### src/rtl/ipi_send_pkg.sv
package ipi_send_pkg;
    localparam int CMD_W        = 64;
    localparam int DATA_W       = 32;
    localparam int NBYTES       = DATA_W / 8;
    localparam int ADDR_W       = 16;
    localparam int CORE_FIELD_W = 10;
    localparam int CORE_LSB     = 16;
    localparam int MASK_LSB     = 27;
    localparam int PAYLOAD_LSB  = 32;
    localparam int VEC_W        = 5;

    typedef enum logic [1:0] {
        CMD_IPI  = 2'd0,
        CMD_MAIL = 2'd1,
        CMD_ANY  = 2'd2,
        CMD_RSVD = 2'd3
    } cmd_kind_e;

    typedef enum logic [1:0] {
        ST_IDLE,
        ST_RD_REQ,
        ST_RD_WAIT,
        ST_WR_REQ
    } send_state_e;

    typedef struct packed {
        logic                    drop;
        logic [CORE_FIELD_W-1:0] core;
        logic [ADDR_W-1:0]       addr;
        logic [NBYTES-1:0]       keep;
        logic [DATA_W-1:0]       wdata;
    } send_plan_t;
endpackage

### src/rtl/ipi_cmd_decode.sv
module ipi_cmd_decode
    import ipi_send_pkg::*;
#(
    parameter int                NUM_CORES      = 4,
    parameter logic [ADDR_W-1:0] IPI_SET_ADDR   = 16'h1008,
    parameter logic [ADDR_W-1:0] MAIL_BASE_ADDR = 16'h1020
) (
    input  cmd_kind_e        kind,
    input  logic             wide,
    input  logic [CMD_W-1:0] val,
    output send_plan_t       plan
);
    localparam logic [CORE_FIELD_W:0] CORE_LIMIT = (CORE_FIELD_W + 1)'(NUM_CORES);

    logic [CORE_FIELD_W-1:0] core_f;
    logic                    core_bad;

    assign core_f   = val[CORE_LSB +: CORE_FIELD_W];
    assign core_bad = ({1'b0, core_f} >= CORE_LIMIT);

    always_comb begin
        plan.core  = core_f;
        plan.drop  = core_bad;
        plan.addr  = val[ADDR_W-1:0];
        plan.keep  = '0;
        plan.wdata = val[PAYLOAD_LSB +: DATA_W];
        unique case (kind)
            CMD_IPI: begin
                plan.addr  = IPI_SET_ADDR;
                plan.wdata = DATA_W'(1) << val[VEC_W-1:0];
            end
            CMD_MAIL: begin
                plan.addr = MAIL_BASE_ADDR + ADDR_W'({val[4:2], 2'b00});
                plan.keep = val[MASK_LSB +: NBYTES];
                plan.drop = core_bad | ~wide;
            end
            CMD_ANY: begin
                plan.keep = val[MASK_LSB +: NBYTES];
                plan.drop = core_bad | ~wide;
            end
            default: plan.drop = 1'b1;
        endcase
    end
endmodule

### src/rtl/ipi_byte_merge.sv
module ipi_byte_merge #(
    parameter int NBYTES = 4
) (
    input  logic [NBYTES-1:0]   keep,
    input  logic [8*NBYTES-1:0] old_word,
    input  logic [8*NBYTES-1:0] new_word,
    output logic [8*NBYTES-1:0] merged
);
    for (genvar b = 0; b < NBYTES; b++) begin : g_byte
        assign merged[8*b +: 8] = keep[b] ? old_word[8*b +: 8] : new_word[8*b +: 8];
    end
endmodule

### src/rtl/ipi_send_engine.sv
module ipi_send_engine
    import ipi_send_pkg::*;
#(
    parameter int                NUM_CORES      = 4,
    parameter logic [ADDR_W-1:0] IPI_SET_ADDR   = 16'h1008,
    parameter logic [ADDR_W-1:0] MAIL_BASE_ADDR = 16'h1020
) (
    input  logic        clk,
    input  logic        rst_n,
    input  logic        cmd_valid,
    input  logic [1:0]  cmd_kind,
    input  logic        cmd_wide,
    input  logic [63:0] cmd_val,
    output logic        busy,
    output logic        done,
    output logic        drop_evt,
    output logic        req_valid,
    input  logic        req_ready,
    output logic        req_write,
    output logic [9:0]  req_core,
    output logic [15:0] req_addr,
    output logic [31:0] req_wdata,
    input  logic        rd_valid,
    input  logic [31:0] rd_data
);
    send_state_e             state, state_nx;
    send_plan_t              plan;
    logic                    accept;
    logic [CORE_FIELD_W-1:0] core_q;
    logic [ADDR_W-1:0]       addr_q;
    logic [NBYTES-1:0]       keep_q;
    logic [DATA_W-1:0]       new_q, wdata_q, merged;
    logic                    done_q, drop_q;

    ipi_cmd_decode #(
        .NUM_CORES     (NUM_CORES),
        .IPI_SET_ADDR  (IPI_SET_ADDR),
        .MAIL_BASE_ADDR(MAIL_BASE_ADDR)
    ) u_decode (
        .kind(cmd_kind_e'(cmd_kind)),
        .wide(cmd_wide),
        .val (cmd_val),
        .plan(plan)
    );

    ipi_byte_merge #(.NBYTES(NBYTES)) u_merge (
        .keep    (keep_q),
        .old_word(rd_data),
        .new_word(new_q),
        .merged  (merged)
    );

    assign accept = cmd_valid && (state == ST_IDLE);

    // State register
    always_ff @(posedge clk or negedge rst_n) begin
        if (!rst_n) state <= ST_IDLE;
        else        state <= state_nx;
    end

    // Transitions
    always_comb begin
        state_nx = state;
        unique case (state)
            ST_IDLE: begin
                if (accept && !plan.drop)
                    state_nx = (plan.keep != '0) ? ST_RD_REQ : ST_WR_REQ;
            end
            ST_RD_REQ:  if (req_ready) state_nx = ST_RD_WAIT;
            ST_RD_WAIT: if (rd_valid)  state_nx = ST_WR_REQ;
            ST_WR_REQ:  if (req_ready) state_nx = ST_IDLE;
            default:    state_nx = ST_IDLE;
        endcase
    end

    // Captured command fields and completion pulses
    always_ff @(posedge clk or negedge rst_n) begin
        if (!rst_n) begin
            core_q  <= '0;
            addr_q  <= '0;
            keep_q  <= '0;
            new_q   <= '0;
            wdata_q <= '0;
            done_q  <= 1'b0;
            drop_q  <= 1'b0;
        end else begin
            done_q <= (accept && plan.drop) || (state == ST_WR_REQ && req_ready);
            drop_q <= accept && plan.drop;
            if (accept && !plan.drop) begin
                core_q  <= plan.core;
                addr_q  <= plan.addr;
                keep_q  <= plan.keep;
                new_q   <= plan.wdata;
                wdata_q <= plan.wdata;
            end else if (state == ST_RD_WAIT && rd_valid) begin
                wdata_q <= merged;
            end
        end
    end

    // Outputs
    always_comb begin
        busy      = (state != ST_IDLE);
        req_valid = (state == ST_RD_REQ) || (state == ST_WR_REQ);
        req_write = (state == ST_WR_REQ);
        req_core  = core_q;
        req_addr  = addr_q;
        req_wdata = wdata_q;
        done      = done_q;
        drop_evt  = drop_q;
    end
endmodule

### config.mk
export PLATFORM = sky130hd
export DESIGN_NAME = ipi_send_engine
export DESIGN_NICKNAME = d
export VERILOG_FILES = /design/src/rtl/ipi_send_pkg.sv /design/src/rtl/ipi_cmd_decode.sv /design/src/rtl/ipi_byte_merge.sv /design/src/rtl/ipi_send_engine.sv
export SDC_FILE = /design/constraint.sdc
export NUM_CORES = 1
export LEC_CHECK = 0
export BUFFER_PORTS_ARGS = -buffer_cell sky130_fd_sc_hd__buf_2
export CAP_MARGIN = 30
export CELL_PAD_IN_SITES_DETAIL_PLACEMENT = 1
export CELL_PAD_IN_SITES_GLOBAL_PLACEMENT = 2
export CORE_ASPECT_RATIO = 1.75
export CORE_MARGIN = 2
export CORE_UTILIZATION = 30
export CTS_BUF_LIST = sky130_fd_sc_hd__clkbuf_2 sky130_fd_sc_hd__clkbuf_4 sky130_fd_sc_hd__clkbuf_8
export DETAILED_ROUTE_END_ITERATION = 7
export GPL_TIMING_DRIVEN = 0
export PLACE_DENSITY = 0.89
export SLEW_MARGIN = 30
export SYNTH_ARGS = -nofsm -noshare
export SYNTH_HDL_FRONTEND = slang
export SYNTH_SLANG_ARGS = --single-unit
### constraint.sdc
create_clock -name clk -period 2.3 [get_ports clk]
set_input_delay 0.23 -clock clk [delete_from_list [all_inputs] [get_ports clk]]
set_output_delay 0.23 -clock clk [all_outputs]
set_load 0.005 [all_outputs]
==> Flow_metrics.wiki, run 1 <==
{| class="wikitable"
! Metric !! Value
|-
| Post-synthesis adder-cell area fraction || 2.11%
|-
| Count of unresolved DRC violations after routing || 0
|-
| Power density over the cells || 1130 nW/um^2
|-
| Die area || 16900 um^2
|-
| Accumulated negative setup slack || 0 ns
|-
| Global-route total usage across every layer || 19.6%
|-
| Highest fanout seen on the critical path || 10
|-
| Wire length of the first global-routing pass || 25.4 mm
|-
| Number of global-route vias before repair || 4931
|-
| Count of instances resized after the clock tree is built || 0
|-
| Count of placed standard cells including taps || 852
|-
| GR met2 Demand/Resource || 37.2%
|-
| Number of library cell types mapped by synthesis || 29
|-
| CTS Buffer Depth || 2
|-
| Seq/Total Area, Yosys || 51.6%
|-
| Simple-gate share of the synthesized area || 18.1%
|-
| Launch instance of the worst min-delay path || cmd_val[16]
|-
| Termination of the worst setup path || req_wdata[4]
|-
| Tightest slew margin relative to the limit || 36.9%
|-
| Fraction of the core area covered by cells at the end of the flow || 39.2%
|-
| Result of the run || finished clean
|-
| Initial antenna violation count || 1
|-
| Area used by multi-input combinational logic || 2120 um^2
|-
| Syn Area/Cell || 9.49 um^2
|-
| Layout cell share with drive strength beyond 1 || 31.3%
|-
| Placed instance area || 5840 um^2
|-
| Sinks on the clock net || 98
|-
| Core Box Area || 15500 um^2
|-
| Setup repair after global routing missed its margin || false
|-
| Count of yosys warnings during synthesis || 0
|-
| Total number of H-tree levels || 3
|-
| Final critical-path setup slack || 0.226 ns
|-
| M3 GR Usage || 3.15%
|-
| Synthesis-to-finish area growth || 27.4%
|-
| Routability Congestion || 0.820
|-
| Number of clock buffers inserted by TritonCTS || 9
|-
| Top flip-flop cell by instance count after synthesis || sky130_fd_sc_hd__dfrtp_1
|-
| Total gr overflow || 0
|-
| Post-layout min period || 2.07 ns
|-
| Worst r2r path cells || 7
|-
| Peak clock frequency supported by timing || 0.482 GHz
|-
| Worst setup path startpoint || state[0]
|-
| Via-per-instance ratio || 5.03
|-
| Pin count of the biggest net entering global routing || 67
|-
| Final Hold Viols || 0
|-
| Post-detailed-route wirelength per cell || 18.6 um
|-
| Clock-pin slew reported for the worst setup and hold paths after clock tree synthesis || 0.10 ns
|-
| Count of mapped cells out of synthesis || 501
|-
| Total count of max-transition violations in the final report || 0
|-
| Synthesized-area fraction occupied by xor and xnor cells || 0%
|-
| Number of port buffers || 164
|-
| DRC marker count from the first detailed-route iteration || 135
|-
| Element type at the critical path start || flop
|-
| Cell mode on critical path || sky130_fd_sc_hd__a21oi_1
|-
| Setup clock skew after layout || 0.0172 ns
|-
| Setup Slack @ Placement || -0.0184 ns
|-
| TritonCTS clock tree || built
|-
| End of the worst register-to-register path || req_wdata[4]
|-
| Non-filler instance count after layout || 870
|-
| Number of rows created at floorplan || 60
|-
| Latest clock arrival within the worst-skew pair || 0.38 ns
|-
| Chip Height || 171 um
|-
| Worst endpoint required time || 2.52 ns
|-
| Worst IR drop on VDD || 0.000436 V
|-
| Proportion of synthesized flip-flops having asynchronous set or reset || 100%
|-
| Total half-perimeter wirelength after legalization and detailed placement || 12.8 mm
|-
| Overall Power || 6.85 mW
|-
| Slew at the pin closest to its max-slew limit || 0.943 ns
|-
| Starting density of the core || 30.7%
|-
| Launch instance of the worst register-to-register path || state[0]
|-
| Design Area, Final || 6060 um^2
|-
| Router iterations before antenna repair || 4
|-
| Register bit count reported by yosys || 98
|-
| Max Cap Violations || 0
|-
| Largest family of logic cells by synthesized area || simple AND/OR/NAND/NOR gates
|-
| Syn nets || 613
|-
| Register area || 2450 um^2
|-
| Worst min path class || in2reg
|-
| Root buffer selected by CTS || sky130_fd_sc_hd__clkbuf_8
|-
| Data arrival, critical path || 2.29 ns
|-
| Sequence of cells on the critical path || inv_1 > ha_1 > nand2_1 > clkbuf_1 > nor2_1 > a21oi_1 > a21oi_1
|-
| Worst setup path category || reg2reg
|-
| Number of enable-type register cells in the synthesized netlist || 0
|-
| Minimum setup slack among reg-to-reg paths || 0.23 ns
|-
| Nets || 790
|-
| Cell Area, Synth || 4750 um^2
|-
| Vias after detailed routing || 4373
|-
| Number of endpoints failing setup at the final stage || 0
|-
| Worst hold slack || 0.0452 ns
|-
| Leakage power || 3.05 nW
|-
| Share of the cycle needed by the critical path after routing || 90.2%
|-
| Setup crit end kind || flop
|-
| Portion of netlist area occupied by mux cells || 7.16%
|-
| Largest stage delay on the critical path || 0.47 ns
|-
| Share of the synthesized area in compound gates (AO/OA/AOI/OAI) || 17.2%
|-
| Critical-path cell with the highest stage delay || sky130_fd_sc_hd__clkbuf_1
|-
| Wirelength, routed || 16.2 mm
|-
| Number of routed nets with antenna violations || 0
|-
| Filler cells || 1854
|-
| Ports placed on the boundary || 167
|-
| Horiz. Die Dim || 99.2 um
|-
| GR peak layer || met2
|-
| Global-route met1 utilization || 19.8%
|}
==> final cells by class <==
class,count,area share (%)
antenna,1,0.0413
buffer,34,2.58
clock buffer,11,2.29
clock inverter,5,1.07
inverter,7,0.434
multi-input combinational,362,35.0
sequential,98,40.5
tap,186,3.84
timing repair buffer,166,14.3
==> layer usage <==
metal	routed length (um)	share of wire [%]	up-vias
li1	-	-	2072
met5	0	0	-
met4	834	5.1	0
met1	5660	35	2128
met2	9020	56	130
met3	709	4.4	43
==> state kept, by name, indices dropped and copies added (netlist names) <==
signal / flops
state: 2
req_addr: 16
req_core: 10
keep_q: 4
req_wdata: 32
done: 1
drop_evt: 1
new_q: 32
==> critical path, delay by kind of cell (launching register included) <==
family / cells / cell delay (ns)
flip-flops: 1 / 0.42
AO/OA/AOI/OAI: 2 / 0.22
AND/OR/NAND/NOR: 2 / 0.48
buffers and inverters: 2 / 0.57
adder cells (fa/ha/maj): 1 / 0.24
==> cells in the final DEF, fill, tap and decap left out, types with 4 or more instances in the layout <==
master,synthesis,final
sky130_fd_sc_hd__a21o_1,5,5
sky130_fd_sc_hd__a21oi_1,62,62
sky130_fd_sc_hd__a221oi_1,10,10
sky130_fd_sc_hd__a221oi_2,20,20
sky130_fd_sc_hd__buf_2,8,171
sky130_fd_sc_hd__clkbuf_1,20,20
sky130_fd_sc_hd__clkbuf_8,0,9
sky130_fd_sc_hd__clkinv_4,0,4
sky130_fd_sc_hd__dfrtp_1,98,98
sky130_fd_sc_hd__ha_1,8,8
sky130_fd_sc_hd__inv_1,7,7
sky130_fd_sc_hd__mux2i_1,34,34
sky130_fd_sc_hd__nand2_1,73,73
sky130_fd_sc_hd__nand2b_1,4,4
sky130_fd_sc_hd__nand3_1,16,16
sky130_fd_sc_hd__nor2_1,101,101
sky130_fd_sc_hd__nor2b_1,4,4
sky130_fd_sc_hd__nor3_1,4,4
sky130_fd_sc_hd__o21ai_0,8,8
sky130_fd_sc_hd__or4_1,4,4
==> power breakdown <==
| part | total [mW] | switching (mW) | internal, mW | leakage (nW) |
|---|---|---|---|---|
| logic | 2.69 | 1.45 | 1.24 | 1.73 |
| clock network | 1.16 | 0.625 | 0.536 | 0.105 |
| registers | 3.00 | 0.458 | 2.54 | 1.21 |
| total | 6.85 | 2.53 | 4.32 | 3.05 |
==> kinds of logic after synthesis <==
logic type,after synthesis
adders and majority gates,8
buffers and inverters,41
and+or+nand+nor,210
DFF,98
muxes,34
AOI/OAI and AO/OA,110
==> cell usage after synthesis, types with 3 or more instances <==
cell	count	share of area, %
sky130_fd_sc_hd__nor2_1	101	8.0
sky130_fd_sc_hd__dfrtp_1	98	52
sky130_fd_sc_hd__nand2_1	73	5.8
sky130_fd_sc_hd__a21oi_1	62	6.5
sky130_fd_sc_hd__mux2i_1	34	7.2
sky130_fd_sc_hd__a221oi_2	20	6.3
sky130_fd_sc_hd__clkbuf_1	20	1.6
sky130_fd_sc_hd__nand3_1	16	1.7
sky130_fd_sc_hd__a221oi_1	10	1.8
sky130_fd_sc_hd__buf_2	8	0.84
sky130_fd_sc_hd__ha_1	8	2.1
sky130_fd_sc_hd__o21ai_0	8	0.84
sky130_fd_sc_hd__inv_1	7	0.55
sky130_fd_sc_hd__a21o_1	5	0.79
sky130_fd_sc_hd__nand2b_1	4	0.53
sky130_fd_sc_hd__nor2b_1	4	0.53
sky130_fd_sc_hd__nor3_1	4	0.42
sky130_fd_sc_hd__or4_1	4	0.63
sky130_fd_sc_hd__buf_1	3	0.24
==> repair_timing <==
action,4_1_cts,5_1_grt
hold endpoints to repair,32,0
setup buffers,0,0
hold buffers,1,0
==> how the worst min path moves through the flow <==
| stage | end | cells after the start |
|---|---|---|
| 2_1_floorplan | done | 0 |
| 3_3_place_gp | req_core[1] | 3 |
| 3_5_place_dp | new_q[2] | 1 |
| 4_1_cts | req_core[0] | 3 |
| 5_1_grt | req_core[0] | 3 |
| 6_report | req_core[0] | 3 |
Power figures use the tool's default switching activity.
==> run 2, diff against run 1 <==
--- a/config.mk
+++ b/config.mk
@@ -11,11 +11,12 @@
 export CELL_PAD_IN_SITES_GLOBAL_PLACEMENT = 2
 export CORE_ASPECT_RATIO = 1.75
 export CORE_MARGIN = 2
-export CORE_UTILIZATION = 30
+export CORE_UTILIZATION = 33
 export CTS_BUF_LIST = sky130_fd_sc_hd__clkbuf_2 sky130_fd_sc_hd__clkbuf_4 sky130_fd_sc_hd__clkbuf_8
+export CTS_CLUSTER_DIAMETER = 200
 export DETAILED_ROUTE_END_ITERATION = 7
 export GPL_TIMING_DRIVEN = 0
-export PLACE_DENSITY = 0.89
+export PLACE_DENSITY = 0.95
 export SLEW_MARGIN = 30
 export SYNTH_ARGS = -nofsm -noshare
 export SYNTH_HDL_FRONTEND = slang
==> constraint.sdc (replaced) <==
create_clock -name clk -period 2.5 [get_ports clk]
set_input_delay 0.25 -clock clk [delete_from_list [all_inputs] [get_ports clk]]
set_output_delay 0.25 -clock clk [all_outputs]
set_load 0.005 [all_outputs]
==> Flow_metrics.wiki, run 2 (synthesis results as in run 1) <==
{| class="wikitable"
! Metric !! Value
|-
| Count of placed standard cells including taps || 846
|-
| Post-layout min period || 2.08 ns
|-
| Number of routed nets with antenna violations || 0
|-
| Synthesis-to-finish area growth || 27.3%
|-
| Total half-perimeter wirelength after legalization and detailed placement || 12.5 mm
|-
| Power density over the cells || 1050 nW/um^2
|-
| Slew at the pin closest to its max-slew limit || 0.916 ns
|-
| Number of endpoints failing setup at the final stage || 0
|-
| Total number of H-tree levels || 3
|-
| Worst endpoint required time || 2.73 ns
|-
| Share of the cycle needed by the critical path after routing || 83.3%
|-
| TritonCTS clock tree || built
|-
| Vias after detailed routing || 4395
|-
| Final Hold Viols || 0
|-
| Via-per-instance ratio || 5.09
|-
| Routability Congestion || 0.807
|-
| Max Cap Violations || 0
|-
| Layout cell share with drive strength beyond 1 || 31.3%
|-
| CTS Buffer Depth || 2
|-
| Worst setup path startpoint || state[0]
|-
| Number of rows created at floorplan || 58
|-
| Die area || 15400 um^2
|-
| Worst setup path category || reg2reg
|-
| Critical-path cell with the highest stage delay || sky130_fd_sc_hd__clkbuf_1
|-
| Count of unresolved DRC violations after routing || 0
|-
| Largest stage delay on the critical path || 0.48 ns
|-
| Horiz. Die Dim || 94.7 um
|-
| Launch instance of the worst min-delay path || cmd_val[16]
|-
| Fraction of the core area covered by cells at the end of the flow || 42.6%
|-
| Non-filler instance count after layout || 864
|-
| Number of clock buffers inserted by TritonCTS || 9
|-
| Core Box Area || 14200 um^2
|-
| Global-route total usage across every layer || 21.2%
|-
| DRC marker count from the first detailed-route iteration || 168
|-
| Count of cell instances traversed by the critical path || 7
|-
| Gate family responsible for the most delay along the worst path || buffers and inverters
|-
| Number of port buffers || 164
|-
| Count of instances resized after the clock tree is built || 0
|-
| Filler cells || 1757
|-
| Pin count of the biggest net entering global routing || 69
|-
| Sinks on the clock net || 98
|-
| Peak clock frequency supported by timing || 0.480 GHz
|-
| Wirelength, routed || 15.9 mm
|-
| Leakage power || 3.05 nW
|-
| Ports placed on the boundary || 167
|-
| Tightest slew margin relative to the limit || 38.7%
|-
| Setup clock skew after layout || 0.0136 ns
|-
| Starting density of the core || 33.4%
|-
| Result of the run || finished clean
|-
| Data arrival, critical path || 2.31 ns
|-
| Worst r2r path cells || 7
|-
| Cell mode on critical path || sky130_fd_sc_hd__a21oi_1
|-
| Setup crit end kind || flop
|-
| Nets || 790
|-
| Most common cell after layout, fill and taps aside || sky130_fd_sc_hd__buf_2
|-
| Buffer count from post-CTS setup fixing || 0
|-
| Initial antenna violation count || 1
|-
| Total count of max-transition violations in the final report || 0
|-
| Launch instance of the worst register-to-register path || state[0]
|-
| Setup repair after global routing missed its margin || false
|-
| Latest clock arrival within the worst-skew pair || 0.38 ns
|-
| Chip Height || 163 um
|-
| Highest fanout seen on the critical path || 10
|-
| Placed instance area || 5830 um^2
|-
| Worst min path class || in2reg
|-
| Accumulated negative setup slack || 0 ns
|-
| Most frequent cells in the layout || 171 x sky130_fd_sc_hd__buf_2, 101 x sky130_fd_sc_hd__nor2_1, 98 x sky130_fd_sc_hd__dfrtp_1
|-
| Worst IR drop on VDD || 0.000550 V
|-
| Cell count of the worst hold path || 3
|-
| Clock-pin slew reported for the worst setup and hold paths after clock tree synthesis || 0.11 ns
|-
| Design Area, Final || 6050 um^2
|-
| Wire length of the first global-routing pass || 25.1 mm
|-
| Router iterations before antenna repair || 4
|-
| Total gr overflow || 0
|-
| Element type at the critical path start || flop
|-
| Root buffer selected by CTS || sky130_fd_sc_hd__clkbuf_8
|-
| Sequence of cells on the critical path || inv_1 > ha_1 > nand2_1 > clkbuf_1 > nor2_1 > a21oi_1 > a21oi_1
|-
| Number of buffers and inverters on the critical path || 2
|-
| Number of global-route vias before repair || 4884
|-
| Post-detailed-route wirelength per cell || 18.4 um
|}
## run 2: cell count changes in the layout (fill, tap and decap cells not counted), sizes merged
cell and delta:
clkbuf -2, clkinv -2, clkinvlp +1, inv +3
## run 2: repair_timing
action / in CTS / in global routing
setup endpoints to repair: 0 / 0
endpoints found under the hold margin: 30 / 0
hold buffers: 1 / 0
## run 2: worst paths after layout
kind | endpoint | slack (ns)
worst max-delay path | req_wdata[20] | 0.42
worst min-delay path | req_core[0] | 0.05
worst max register to register | req_wdata[20] | 0.42
worst min register to register | req_addr[9] | 0.48
max in group asynchronous | new_q[23] | 1.54
min in group asynchronous | new_q[8] | 0.30
## run 2: worst register-to-register path, cell delays in order (launching register included)
cell                       delay, ns
sky130_fd_sc_hd__dfrtp_1        0.44
sky130_fd_sc_hd__inv_1          0.11
sky130_fd_sc_hd__ha_1           0.23
sky130_fd_sc_hd__nand2_1        0.32
sky130_fd_sc_hd__clkbuf_1       0.48
sky130_fd_sc_hd__nor2_1         0.13
sky130_fd_sc_hd__a21oi_1        0.16
sky130_fd_sc_hd__a21oi_1        0.09
## run 2: layout make-up
class | instances | area, um^2 | share of cell area (%)
clock buffers | 9 | 124 | 2.05
diodes | 1 | 2.50 | 0.0413
inverters | 7 | 26.3 | 0.434
well taps | 180 | 225 | 3.72
multi-input cells | 362 | 2120 | 35.0
plain buffers | 34 | 156 | 2.58
clock inverters | 7 | 83.8 | 1.38
repair buffers | 166 | 865 | 14.3
flip-flops and latches | 98 | 2450 | 40.5
## run 2: where the power goes
part	internal (mW)	switching, mW	leakage (nW)
Clock	0.481	0.629	0.102
Sequential	2.34	0.426	1.21
Combinational	1.14	1.34	1.73
Total	3.96	2.40	3.05
## run 2: through the flow
| stage | hold slack (ns) | power [mW] | setup slack [ns] |
|---|---|---|---|
| floorplan | -0.0456 | 4.17 | 0.737 |
| global placement | 0.447 | 5.10 | 0.193 |
| detailed placement | 0.152 | 5.32 | 0.117 |
| CTS | 0.0451 | 6.42 | 0.426 |
| global route | 0.0480 | 6.85 | 0.170 |
| finish | 0.0523 | 6.35 | 0.418 |
## run 2: layer usage
metal	GRT usage [%]	vias up	share of wire, %
met3	3.19	27	3.8
li1	-	2070	-
met2	40.3	127	57
met4	8.23	0	3.0
met5	0	-	0
met1	22.9	2171	36
==> run 3, diff against run 2 <==
--- a/config.mk
+++ b/config.mk
@@ -5,18 +5,19 @@
 export SDC_FILE = /design/constraint.sdc
 export NUM_CORES = 1
 export LEC_CHECK = 0
+export ABC_AREA = 1
 export BUFFER_PORTS_ARGS = -buffer_cell sky130_fd_sc_hd__buf_2
 export CAP_MARGIN = 30
 export CELL_PAD_IN_SITES_DETAIL_PLACEMENT = 1
 export CELL_PAD_IN_SITES_GLOBAL_PLACEMENT = 2
 export CORE_ASPECT_RATIO = 1.75
 export CORE_MARGIN = 2
-export CORE_UTILIZATION = 33
+export CORE_UTILIZATION = 26
 export CTS_BUF_LIST = sky130_fd_sc_hd__clkbuf_2 sky130_fd_sc_hd__clkbuf_4 sky130_fd_sc_hd__clkbuf_8
 export CTS_CLUSTER_DIAMETER = 200
 export DETAILED_ROUTE_END_ITERATION = 7
 export GPL_TIMING_DRIVEN = 0
-export PLACE_DENSITY = 0.95
+export PLACE_DENSITY = 0.86
 export SLEW_MARGIN = 30
 export SYNTH_ARGS = -nofsm -noshare
 export SYNTH_HDL_FRONTEND = slang
==> constraint.sdc (replaced) <==
create_clock -name clk -period 1.8 [get_ports clk]
set_input_delay 0.18 -clock clk [delete_from_list [all_inputs] [get_ports clk]]
set_output_delay 0.18 -clock clk [all_outputs]
set_load 0.005 [all_outputs]
==> Flow_metrics.wiki, run 3 <==
{| class="wikitable"
! Metric !! Value
|-
| Count of unresolved DRC violations after routing || 0
|-
| Setup crit end kind || flop
|-
| Total gr overflow || 0
|-
| Global-route total usage across every layer || 19.4%
|-
| Syn nets || 755
|-
| Max Cap Violations || 0
|-
| Power density over the cells || 1320 nW/um^2
|-
| Die area || 20100 um^2
|-
| Top cell type's share of synthesized area || 49.8%
|-
| Total half-perimeter wirelength after legalization and detailed placement || 14.8 mm
|-
| Element type at the critical path start || primary input
|-
| # diodes || 0
|-
| Ports placed on the boundary || 167
|-
| DRC marker count from the first detailed-route iteration || 164
|-
| Initial antenna violation count || 0
|-
| TritonCTS clock tree || built
|-
| Biggest area consumer among synthesized cells || sky130_fd_sc_hd__dfrtp_1
|-
| Largest family of logic cells by synthesized area || simple AND/OR/NAND/NOR gates
|-
| Most common cell after layout, fill and taps aside || sky130_fd_sc_hd__nand2_1
|-
| Number of clock buffers inserted by TritonCTS || 9
|-
| Total count of max-transition violations in the final report || 0
|-
| Top flip-flop cell by instance count after synthesis || sky130_fd_sc_hd__dfrtp_1
|-
| Clock-pin slew reported for the worst setup and hold paths after clock tree synthesis || 0.10 ns
|-
| Seq/Total Area, Yosys || 49.8%
|-
| Filler cells || 2335
|-
| Total number of H-tree levels || 3
|-
| Sinks on the clock net || 98
|-
| Router iterations before antenna repair || 4
|-
| Number of port buffers || 162
|-
| Number of library cell types mapped by synthesis || 25
|-
| Post-synthesis adder-cell area fraction || 2.03%
|-
| Area used by multi-input combinational logic || 2140 um^2
|-
| Layout cell share with drive strength beyond 1 || 28.0%
|-
| Count of mapped cells out of synthesis || 643
|-
| Final Hold Viols || 0
|-
| Highest fanout seen on the critical path || 10
|-
| Most frequent cells in the layout || 195 x sky130_fd_sc_hd__nand2_1, 164 x sky130_fd_sc_hd__buf_2, 105 x sky130_fd_sc_hd__nand3_1
|-
| Count of yosys warnings during synthesis || 0
|-
| CTS Buffer Depth || 2
|-
| Number of routed nets with antenna violations || 0
|-
| Setup clock skew after layout || 0.0180 ns
|-
| Cell Area, Synth || 4920 um^2
|-
| Placed instance area || 6070 um^2
|-
| Nets || 948
|-
| Vias after detailed routing || 5058
|-
| Number of enable-type register cells in the synthesized netlist || 0
|-
| Worst setup path category || in2reg
|-
| Starting density of the core || 26.5%
|-
| Tightest slew margin relative to the limit || 58.1%
|-
| Wire length of the first global-routing pass || 29.2 mm
|-
| Chip Height || 186 um
|-
| Share of the synthesized area in compound gates (AO/OA/AOI/OAI) || 11.5%
|-
| Wirelength, routed || 19.1 mm
|-
| Number of endpoints failing setup at the final stage || 0
|-
| Portion of netlist area occupied by mux cells || 0%
|-
| Core Box Area || 18600 um^2
|-
| Via-per-instance ratio || 4.69
|-
| Worst IR drop on VDD || 0.000485 V
|-
| Worst min path class || in2reg
|-
| Data arrival, critical path || 2.01 ns
|-
| Latest clock arrival within the worst-skew pair || 0.39 ns
|-
| Number of global-route vias before repair || 5356
|-
| Root buffer selected by CTS || sky130_fd_sc_hd__clkbuf_8
|-
| Register bit count reported by yosys || 98
|-
| Design Area, Final || 6570 um^2
|-
| Post-layout min period || 1.70 ns
|-
| Syn Area/Cell || 7.66 um^2
|-
| Accumulated negative setup slack || 0 ns
|-
| Worst endpoint required time || 2.11 ns
|-
| Synth cell count leaders || 203 x sky130_fd_sc_hd__nand2_1, 105 x sky130_fd_sc_hd__nand3_1, 98 x sky130_fd_sc_hd__dfrtp_1
|-
| Simple-gate share of the synthesized area || 28.6%
|-
| Share of the cycle needed by the critical path after routing || 94.3%
|-
| Number of rows created at floorplan || 66
|-
| Most common cell in the netlist || sky130_fd_sc_hd__nand2_1
|-
| Leakage power || 3.43 nW
|-
| Slew at the pin closest to its max-slew limit || 0.627 ns
|-
| Pin count of the biggest net entering global routing || 53
|-
| Peak clock frequency supported by timing || 0.589 GHz
|-
| Proportion of synthesized flip-flops having asynchronous set or reset || 100%
|-
| Cell types occupying the most area after synthesis || sky130_fd_sc_hd__dfrtp_1 50%, sky130_fd_sc_hd__nand2_1 15%, sky130_fd_sc_hd__nand3_1 11%
|-
| Result of the run || finished clean
|-
| Synthesized-area fraction occupied by xor and xnor cells || 0%
|-
| Synthesis-to-finish area growth || 33.4%
|-
| Routability Congestion || 0.812
|-
| Horiz. Die Dim || 108 um
|-
| Register area || 2450 um^2
|-
| Post-detailed-route wirelength per cell || 17.7 um
|}
[run 3: cell count changes in the layout (fill, tap and decap cells not counted), sizes merged, moves of 42 or more]
cell / before / now
a21oi: 62 / 1
nand3: 16 / 106
nor2: 101 / 14
inv: 10 / 52
o21ai: 8 / 109
nand2: 73 / 203
[run 3: metal layers]
layer  GRT usage (%)  vias to the layer above  part of all wire, %
li1                -                     2467                    -
met1            21.3                     2442                   38
met2            36.2                      123                   54
met3            3.71                       26                  4.7
met4            7.28                        0                  2.9
met5               0                        -                    0
[run 3: layout make-up]
cell class	count	area share (%)
buffer	40	4.02
clock buffer	13	2.53
clock inverter	2	0.190
inverter	52	3.01
multi-input combinational	452	32.5
sequential	98	37.3
tap	238	4.53
timing repair buffer	183	15.8
[run 3: report_power, final]
part,switching [mW],internal (mW)
Sequential,0.458,3.21
Combinational,2.08,1.52
Clock,0.790,0.602
Total,3.33,5.33
[run 3: cell families after synthesis]
family | count (synthesis)
compound gates | 112
flops | 98
fa+ha+maj | 8
simple gates | 332
buf+inv | 93
[run 3: path summary, 6_finish.rpt]
path	start	endpoint	slack, ns	depth (start not counted)
worst max-delay path	cmd_val[19]	new_q[7]	0.10	11
worst min-delay path	cmd_val[7]	req_addr[7]	0.04	3
worst max register to register	state[1]	new_q[7]	0.15	10
worst min register to register	req_addr[15]	req_addr[15]	0.49	2
max in group asynchronous	rst_n	new_q[18]	0.83	3
min in group asynchronous	rst_n	req_core[1]	0.33	2
[run 3: through the flow]
step                power [mW]  instances  setup slack [ns]  utilization [%]  hold WS (ns)
floorplan                 5.57        643             0.218                -        -0.116
global placement          7.01       1043            -0.620             32.5         0.379
detailed placement        7.16       1044            -0.433             32.6         0.176
CTS                       8.65       1073           0.00400             34.5       0.00514
global route              9.44       1078           -0.0106             35.4        0.0178
finish                    8.66       1078             0.103             35.4        0.0355
[run 3: critical path: stages]
cell and delay, ns:
sky130_fd_sc_hd__dlygate4sd3_1 0.54, sky130_fd_sc_hd__buf_2 0.14, sky130_fd_sc_hd__nor2_4 0.10, sky130_fd_sc_hd__nand2_2 0.08
sky130_fd_sc_hd__o21ai_4 0.19, sky130_fd_sc_hd__nand3_4 0.19, sky130_fd_sc_hd__inv_4 0.12, sky130_fd_sc_hd__buf_12 0.13
sky130_fd_sc_hd__buf_6 0.14, sky130_fd_sc_hd__nand2_1 0.11, sky130_fd_sc_hd__o21ai_0 0.09
[run 3: timing repair]
action                                  in CTS  in global routing
hold buffers                                11                  0
pin swaps                                    0                  3
buffers inserted                             3                  5
endpoints found under the setup margin      95                 94
gates cloned                                 0                  1
gates resized for setup                     15                 50
endpoints found under the hold margin       61                  0
